`config.mk`:
```
export PLATFORM = sky130hd
export DESIGN_NAME = ctr_src_router
export DESIGN_NICKNAME = d
export VERILOG_FILES = /design/src/rtl/ctr_route_pkg.sv /design/src/rtl/ctr_route_prescale.sv /design/src/rtl/ctr_route_sync.sv /design/src/rtl/ctr_route_cfg.sv /design/src/rtl/ctr_route_lane.sv /design/src/rtl/ctr_src_router.sv
export SDC_FILE = /design/constraint.sdc
export NUM_CORES = 1
export LEC_CHECK = 0
export BUFFER_PORTS_ARGS = -buffer_cell sky130_fd_sc_hd__buf_2
export CORE_MARGIN = 1.5
export CORE_UTILIZATION = 50
export DETAILED_ROUTE_END_ITERATION = 8
export PLACE_DENSITY = 0.71
export SLEW_MARGIN = 0
export SYNTH_ARGS = -nofsm -noshare
export SYNTH_HDL_FRONTEND = slang
export SYNTH_HIERARCHICAL = 1
export SYNTH_SLANG_ARGS = --single-unit
```
`constraint.sdc`:
```
create_clock -name clk -period 2.15 [get_ports clk]
set_input_delay 0.43 -clock clk [delete_from_list [all_inputs] [get_ports clk]]
set_output_delay 0.43 -clock clk [all_outputs]
set_load 0.01 [all_outputs]
```
`src/rtl/ctr_route_pkg.sv`:
```
package ctr_route_pkg;

   localparam int CFG_W    = 8;
   localparam int CODE_W   = 3;
   localparam int SEL_W    = 2;
   localparam int SEL_LSB  = 3;
   localparam int NUM_TAPS = 5;

   // clock source codes
   localparam logic [CODE_W-1:0] CK_RSVD = 3'd0;
   localparam logic [CODE_W-1:0] CK_BASE = 3'd1;
   localparam logic [CODE_W-1:0] CK_D1   = 3'd2;
   localparam logic [CODE_W-1:0] CK_D2   = 3'd3;
   localparam logic [CODE_W-1:0] CK_D3   = 3'd4;
   localparam logic [CODE_W-1:0] CK_D4   = 3'd5;
   localparam logic [CODE_W-1:0] CK_PREV = 3'd6;
   localparam logic [CODE_W-1:0] CK_EXT  = 3'd7;

   // gate source codes
   localparam logic [CODE_W-1:0] GT_HIGH  = 3'd0;
   localparam logic [CODE_W-1:0] GT_LOW   = 3'd1;
   localparam logic [CODE_W-1:0] GT_EXT   = 3'd2;
   localparam logic [CODE_W-1:0] GT_NPRV2 = 3'd3;

   function automatic logic [SEL_W-1:0] cfg_sel(input logic [CFG_W-1:0] b);
      return b[SEL_LSB +: SEL_W];
   endfunction

   function automatic logic [CODE_W-1:0] cfg_code(input logic [CFG_W-1:0] b);
      return b[CODE_W-1:0];
   endfunction

endpackage

```
`src/rtl/ctr_route_prescale.sv`:
```
module ctr_route_prescale #(
   parameter int DIV    = 10,
   parameter int STAGES = 4
) (
   input  logic            clk,
   input  logic            rst_n,
   output logic [STAGES:0] tap
);
   localparam int CW = (DIV > 1) ? $clog2(DIV) : 1;
   localparam logic [CW-1:0] LAST = CW'(DIV - 1);

   assign tap[0] = 1'b1;

   for (genvar k = 0; k < STAGES; k++) begin : g_stage
      logic [CW-1:0] cnt;
      always_ff @(posedge clk or negedge rst_n) begin
         if (!rst_n) begin
            cnt <= '0;
         end else if (tap[k]) begin
            cnt <= (cnt == LAST) ? '0 : cnt + 1'b1;
         end
      end
      assign tap[k+1] = tap[k] && (cnt == LAST);
   end
endmodule

```
`src/rtl/ctr_route_sync.sv`:
```
module ctr_route_sync #(
   parameter int WIDTH  = 3,
   parameter int STAGES = 2
) (
   input  logic             clk,
   input  logic             rst_n,
   input  logic [WIDTH-1:0] din,
   output logic [WIDTH-1:0] lvl,
   output logic [WIDTH-1:0] rise
);
   for (genvar b = 0; b < WIDTH; b++) begin : g_bit
      logic [STAGES:0] sr;
      always_ff @(posedge clk or negedge rst_n) begin
         if (!rst_n) sr <= '0;
         else        sr <= {sr[STAGES-1:0], din[b]};
      end
      assign lvl[b]  = sr[STAGES-1];
      assign rise[b] = sr[STAGES-1] & ~sr[STAGES];
   end
endmodule

```
`src/rtl/ctr_route_cfg.sv`:
```
module ctr_route_cfg
   import ctr_route_pkg::*;
#(
   parameter int                NUM_CH   = 3,
   parameter logic [CODE_W-1:0] RST_CODE = '0
) (
   input  logic                     clk,
   input  logic                     rst_n,
   input  logic                     we,
   input  logic [CFG_W-1:0]         wbyte,
   output logic [NUM_CH*CODE_W-1:0] codes
);
   logic [SEL_W-1:0]  w_sel;
   logic [CODE_W-1:0] w_code;

   assign w_sel  = cfg_sel(wbyte);
   assign w_code = cfg_code(wbyte);

   for (genvar i = 0; i < NUM_CH; i++) begin : g_ch
      always_ff @(posedge clk or negedge rst_n) begin
         if (!rst_n) begin
            codes[i*CODE_W +: CODE_W] <= RST_CODE;
         end else if (we && (w_sel == SEL_W'(i))) begin
            codes[i*CODE_W +: CODE_W] <= w_code;
         end
      end
   end
endmodule

```
`src/rtl/ctr_route_lane.sv`:
```
module ctr_route_lane
   import ctr_route_pkg::*;
(
   input  logic [NUM_TAPS-1:0] taps,
   input  logic [CODE_W-1:0]   clk_code,
   input  logic [CODE_W-1:0]   gate_code,
   input  logic                prev_rise,
   input  logic                ext_rise,
   input  logic                ext_lvl,
   input  logic                prev2_out,
   output logic                clk_en,
   output logic                gate
);
   always_comb begin
      unique case (clk_code)
         CK_BASE: clk_en = taps[0];
         CK_D1:   clk_en = taps[1];
         CK_D2:   clk_en = taps[2];
         CK_D3:   clk_en = taps[3];
         CK_D4:   clk_en = taps[4];
         CK_PREV: clk_en = prev_rise;
         CK_EXT:  clk_en = ext_rise;
         default: clk_en = 1'b0;
      endcase
   end

   always_comb begin
      case (gate_code)
         GT_HIGH:  gate = 1'b1;
         GT_LOW:   gate = 1'b0;
         GT_EXT:   gate = ext_lvl;
         GT_NPRV2: gate = ~prev2_out;
         default:  gate = 1'b0;
      endcase
   end
endmodule

```
`src/rtl/ctr_src_router.sv`:
```
module ctr_src_router
   import ctr_route_pkg::*;
#(
   parameter int NUM_CH      = 3,
   parameter int PRE_DIV     = 10,
   parameter int SYNC_STAGES = 2
) (
   input  logic              clk,
   input  logic              rst_n,
   input  logic              clk_cfg_we,
   input  logic [7:0]        clk_cfg_byte,
   input  logic              gate_cfg_we,
   input  logic [7:0]        gate_cfg_byte,
   input  logic [NUM_CH-1:0] ctr_out,
   input  logic [NUM_CH-1:0] ext_clk,
   input  logic [NUM_CH-1:0] ext_gate,
   output logic [NUM_CH-1:0] ch_clk_en,
   output logic [NUM_CH-1:0] ch_gate
);
   localparam int STAGES = NUM_TAPS - 1;

   if (NUM_CH < 1 || NUM_CH > (1 << SEL_W)) begin : g_bad_ch
      $error("NUM_CH must fit the channel field");
   end
   if (PRE_DIV < 2) begin : g_bad_div
      $error("PRE_DIV must be at least 2");
   end
   if (SYNC_STAGES < 2) begin : g_bad_sync
      $error("SYNC_STAGES must be at least 2");
   end

   logic [NUM_TAPS-1:0]      taps;
   logic [NUM_CH*CODE_W-1:0] clk_codes;
   logic [NUM_CH*CODE_W-1:0] gate_codes;
   logic [NUM_CH-1:0]        ctr_q;
   logic [NUM_CH-1:0]        ctr_rise;
   logic [NUM_CH-1:0]        eclk_lvl;
   logic [NUM_CH-1:0]        eclk_rise;
   logic [NUM_CH-1:0]        egate_lvl;
   logic [NUM_CH-1:0]        egate_rise;

   ctr_route_prescale #(.DIV(PRE_DIV), .STAGES(STAGES)) u_pre (
      .clk(clk), .rst_n(rst_n), .tap(taps)
   );

   ctr_route_cfg #(.NUM_CH(NUM_CH), .RST_CODE(CK_BASE)) u_clk_cfg (
      .clk(clk), .rst_n(rst_n), .we(clk_cfg_we), .wbyte(clk_cfg_byte),
      .codes(clk_codes)
   );

   ctr_route_cfg #(.NUM_CH(NUM_CH), .RST_CODE(GT_HIGH)) u_gate_cfg (
      .clk(clk), .rst_n(rst_n), .we(gate_cfg_we), .wbyte(gate_cfg_byte),
      .codes(gate_codes)
   );

   ctr_route_sync #(.WIDTH(NUM_CH), .STAGES(SYNC_STAGES)) u_sync_clk (
      .clk(clk), .rst_n(rst_n), .din(ext_clk), .lvl(eclk_lvl), .rise(eclk_rise)
   );

   ctr_route_sync #(.WIDTH(NUM_CH), .STAGES(SYNC_STAGES)) u_sync_gate (
      .clk(clk), .rst_n(rst_n), .din(ext_gate), .lvl(egate_lvl), .rise(egate_rise)
   );

   // counter outputs are synchronous to clk: one flop marks their rising edge;
   // reset to ones so a level already high at reset release is not an edge
   always_ff @(posedge clk or negedge rst_n) begin
      if (!rst_n) ctr_q <= '1;
      else        ctr_q <= ctr_out;
   end
   assign ctr_rise = ctr_out & ~ctr_q;

   for (genvar i = 0; i < NUM_CH; i++) begin : g_lane
      localparam int PRV1 = (i + NUM_CH - 1) % NUM_CH;
      localparam int PRV2 = (i + 2*NUM_CH - 2) % NUM_CH;
      ctr_route_lane u_lane (
         .taps      (taps),
         .clk_code  (clk_codes[i*CODE_W +: CODE_W]),
         .gate_code (gate_codes[i*CODE_W +: CODE_W]),
         .prev_rise (ctr_rise[PRV1]),
         .ext_rise  (eclk_rise[i]),
         .ext_lvl   (egate_lvl[i]),
         .prev2_out (ctr_out[PRV2]),
         .clk_en    (ch_clk_en[i]),
         .gate      (ch_gate[i])
      );
   end

   logic unused_ok;
   assign unused_ok = ^{eclk_lvl, egate_rise};
endmodule

```
# == Word level (Yosys, flattened, before mapping) ==
# Cells that the tools add are included.
# op_classes
n_addsub,4
eq_ne,35
n_mux,10
n_bitwise,11
reduce_logical,14
# op_table
cell,count
3-bit by 2-bit == test with 1-bit output (second input constant),12
3-bit == test (second input constant),12
1-bit one-hot mux with 7 select lines,3
4-bit by 1-bit adder with 4-bit output (second input constant),4
4-bit == test (second input constant),4
4-bit two-way mux,4
3-bit by 1-bit == test with 1-bit output (second input constant),3
1-bit logical AND,9
3-bit zero test,3
1-bit one-hot mux with 3 select lines,3
1-bit NOT,6
2-bit by 1-bit == test with 1-bit output (second input constant),2
2-bit == test (second input constant),2
2-bit zero test,2
1-bit AND,3
3-bit AND,1
3-bit NOT,1
# totals
register_bits,52
output_inout_bits,6

# == Longest topological paths before layout ==
# logic_depth
depth_word,5
depth_mapped,7
ltp_nobuf,6

# == Hierarchy ==
# Netlist, hierarchy kept.
# modules_own_cells
mod,instances,cells_each,area_each_um2,seq_area_each_um2
ctr_route_prescale,1,74,819.5,400.4
ctr_route_sync,2,15,289.0,225.2
ctr_route_cfg (u_clk_cfg),1,21,357.8,229.0
ctr_route_cfg (u_gate_cfg),1,21,354.1,225.2
ctr_route_lane,3,10,78.8,0.0
ctr_src_router,1,6,120.1,78.8

# == Worst setup path before layout ==
# No wires, ideal clock.
# synth_path
kind,flip-flop to output port
start,register u_pre.g_stage[0].cnt[2]
end,output ch_clk_en[0]
arrival_ns,1.652
required_ns,1.720
slack_ns,0.068
path_stages_with_launch,8
n_path_buf,1
cell_sequence,dfrtp_1 > and4bb_1 > buf_6 > nand4_2 > nor3b_1 > mux4_2 > nand2_1 > o21ai_1
# synth_via
elab_chain_cells,5
# synth_rtl
item,line,source
start: declaration,ctr_route_prescale.sv:15,logic [CW-1:0] cnt;
start signal: assignment,ctr_route_prescale.sv:20,cnt <= (cnt == LAST) ? '0 : cnt + 1'b1;
4-bit == test,ctr_route_prescale.sv:23,assign tap[k+1] = tap[k] && (cnt == LAST);
named net taps[1],ctr_src_router.sv:32,logic [NUM_TAPS-1:0] taps;
1-bit logical AND (3 in a row),ctr_route_prescale.sv:23,
named net taps[4],ctr_src_router.sv:32,
1-bit one-hot mux with 7 select lines,ctr_route_lane.sv:15,unique case (clk_code)
end: declaration,ctr_src_router.sv:17,"output logic [NUM_CH-1:0] ch_clk_en,"
# The timed path passes the listed nets, and every way through them passes these cells.

# == Final worst setup path ==
# layout_path
start,register u_pre.g_stage[2].cnt[0]
end,output ch_clk_en[2]
# layout_via
elab_chain_cells,4
# layout_rtl
item,line
start: declaration,ctr_route_prescale.sv:15
start signal: assignment,ctr_route_prescale.sv:20
4-bit == test (*),ctr_route_prescale.sv:23
1-bit logical AND (*),ctr_route_prescale.sv:23
named net taps[3],ctr_src_router.sv:32
1-bit logical AND,ctr_route_prescale.sv:23
1-bit one-hot mux with 7 select lines (*),ctr_route_lane.sv:15
# The timed path passes the listed nets; every way through them passes the cells marked *.

==> impl_metrics.tcl <==
set metrics [dict create \
    worstSetupStartpointType "register" \
    cts_buffers 5 \
    clk_latency_ps 310 \
    skew_ps 7.58 \
    path_class "register to output pin" \
    cts_max_level 2 \
    cts.sinks 52 \
    layout_setup_ws_ps -329 \
    fp.coreArea_sq_um 4410 \
    drv_slew 0 \
    antenna_found_initial 0 \
    drc 0 \
    wl_per_cell_um 15.2 \
    layout_commonest_cell "dfrtp_1" \
    nNetsFinal 259 \
    drive_above_1_share 0.437 \
    cap_viol_max_count 0 \
    max-vdd-ir-drop_mv 0.478 \
    hpwl_um 3150 \
    detail_route.first_pass.iterations 4 \
    r2r_start "u_pre/g_stage[1].cnt[1]" \
    timing.rr.end "u_pre/g_stage[2].cnt[1]" \
    finalHoldViolCount 0 \
    drtIter0Drc 68 \
    die_area_sq_um 5070 \
    rsz0062_at_grt "yes" \
    min_period_ps 2480 \
    ant_nets 0 \
    netlist_instances 173 \
    violations "setup timing" \
    die_h_um 71.2 \
    fp-row-count 24 \
    dp_slack_ps -64.0 \
    num_io_pins 35 \
    syn_area_per_cell_sq_um 13.5 \
    grt_pass1_wl_um 7250 \
    wl_um 4290 \
    layout_common_cells "dfrtp_1, buf_2, buf_4" \
    outcome "finished, violations left" \
    hp-class "input port to asynchronous set/reset pin" \
    synth_warnings 6 \
    relSlewSlack 0.648 \
    p_leak_nw 1.31 \
    vias 1490 \
    reg2reg_depth 6 \
    grt_max_degree 26 \
    path_clk_slew_ps 100 \
    p_per_area_nw_per_um2 701 \
    grt_pass1_vias 1564 \
    avgViaCountPerCell 5.27 \
    cts_root_buf "clkbuf_8" \
    port_buffers 28 \
    cp.required_ps 1720 \
    syn_nets 202 \
    die_w_um 71.2 \
    start_util 0.527 \
    cts.path.max_buffers 2 \
    n_antenna_cell 0 \
    min_period_over_period 1.15 \
    synthesis.area_sq_um 2330 \
    synthToLayoutAreaGrowth_pct 21.5 \
    worst_pin_slew_ps 528 \
    fmaxAchievable_mhz 403 \
    grt_usage 0.187 \
    reg2reg_slack_ps 460 \
    cts_tree "built" \
    end_kind "output pin" \
    place.gp.congestion 0.818 \
    grt_remaining_overflow 0 \
    whs_ps 78.2 \
    path_max_fanout 4 \
    worstPathArrival_ps 2050 \
    setup_viol_count_final 3 \
]
[state kept, by name, indices dropped and copies added (netlist names)]
name and count:
u_gate_cfg/codes 9, u_sync_gate/g_bit.sr 6, u_pre/g_stage.cnt 16, u_sync_clk/g_bit.sr 9
u_clk_cfg/codes 9, ctr_q 3
[worst max-delay path by stage]
stage,start,to,slack (ps),cells past startpoint
final,u_pre/g_stage[2].cnt[0],ch_clk_en[2],-330,7
after global routing,u_pre/g_stage[0].cnt[1],ch_clk_en[1],-400,8
after CTS,u_pre/g_stage[0].cnt[2],ch_clk_en[2],-300,8
after detailed placement,u_pre/g_stage[2].cnt[1],ch_clk_en[2],-60,8
after global placement,u_pre/g_stage[2].cnt[1],ch_clk_en[0],0.6,8
after floorplan,u_pre/g_stage[0].cnt[2],ch_clk_en[0],70,7
[area by class of cell]
type	count	area [sq um]
fillers	328	1590
flip-flops and latches	52	1310
multi-input cells	111	990
repair buffers	55	347
clock buffers	5	68.8
well taps	52	65.1
clock inverters	3	28.8
inverters	5	18.8
[where the power goes]
part           switching, mW  internal (mW)  leakage (nW)
clock network          0.347          0.246        0.0511
registers             0.0660           1.07         0.625
logic                  0.108          0.145         0.635
total                  0.521           1.46          1.31
[per-layer routing]
layer | GRT usage | part of all wire
met5 | 0 | 0
met4 | 0.0713 | 0.017
met3 | 0.0478 | 0.028
met2 | 0.331 | 0.53
met1 | 0.219 | 0.42
[worst max-delay path: stages, from the launching register on]
cell and delay, ps:
dfrtp_1 390, and4bb_2 260, buf_4 150, and3_4 190, mux4_2 470, nand2_2 80, o21ai_2 50, buf_2 140
[stage by stage]
stage	util	power, mW	instance area, sq um	TNS, ps	instances
global route	0.640	2.08	2830	-1180	283
finish	0.640	1.98	2830	-938	283
floorplan	-	1.30	2330	0	173
CTS	0.630	2.00	2780	-866	279
global placement	0.595	1.39	2630	0	266
detailed placement	0.595	1.41	2630	-150	266
[what timing repair did]
item,4_1_cts,5_1_grt
endpoints found under the hold margin,0,0
buffers inserted,5,4
hold buffers,0,0
pin swaps,7,5
setup endpoints to repair,3,3
resized for setup,5,4
(Power assumes the default switching activity.)
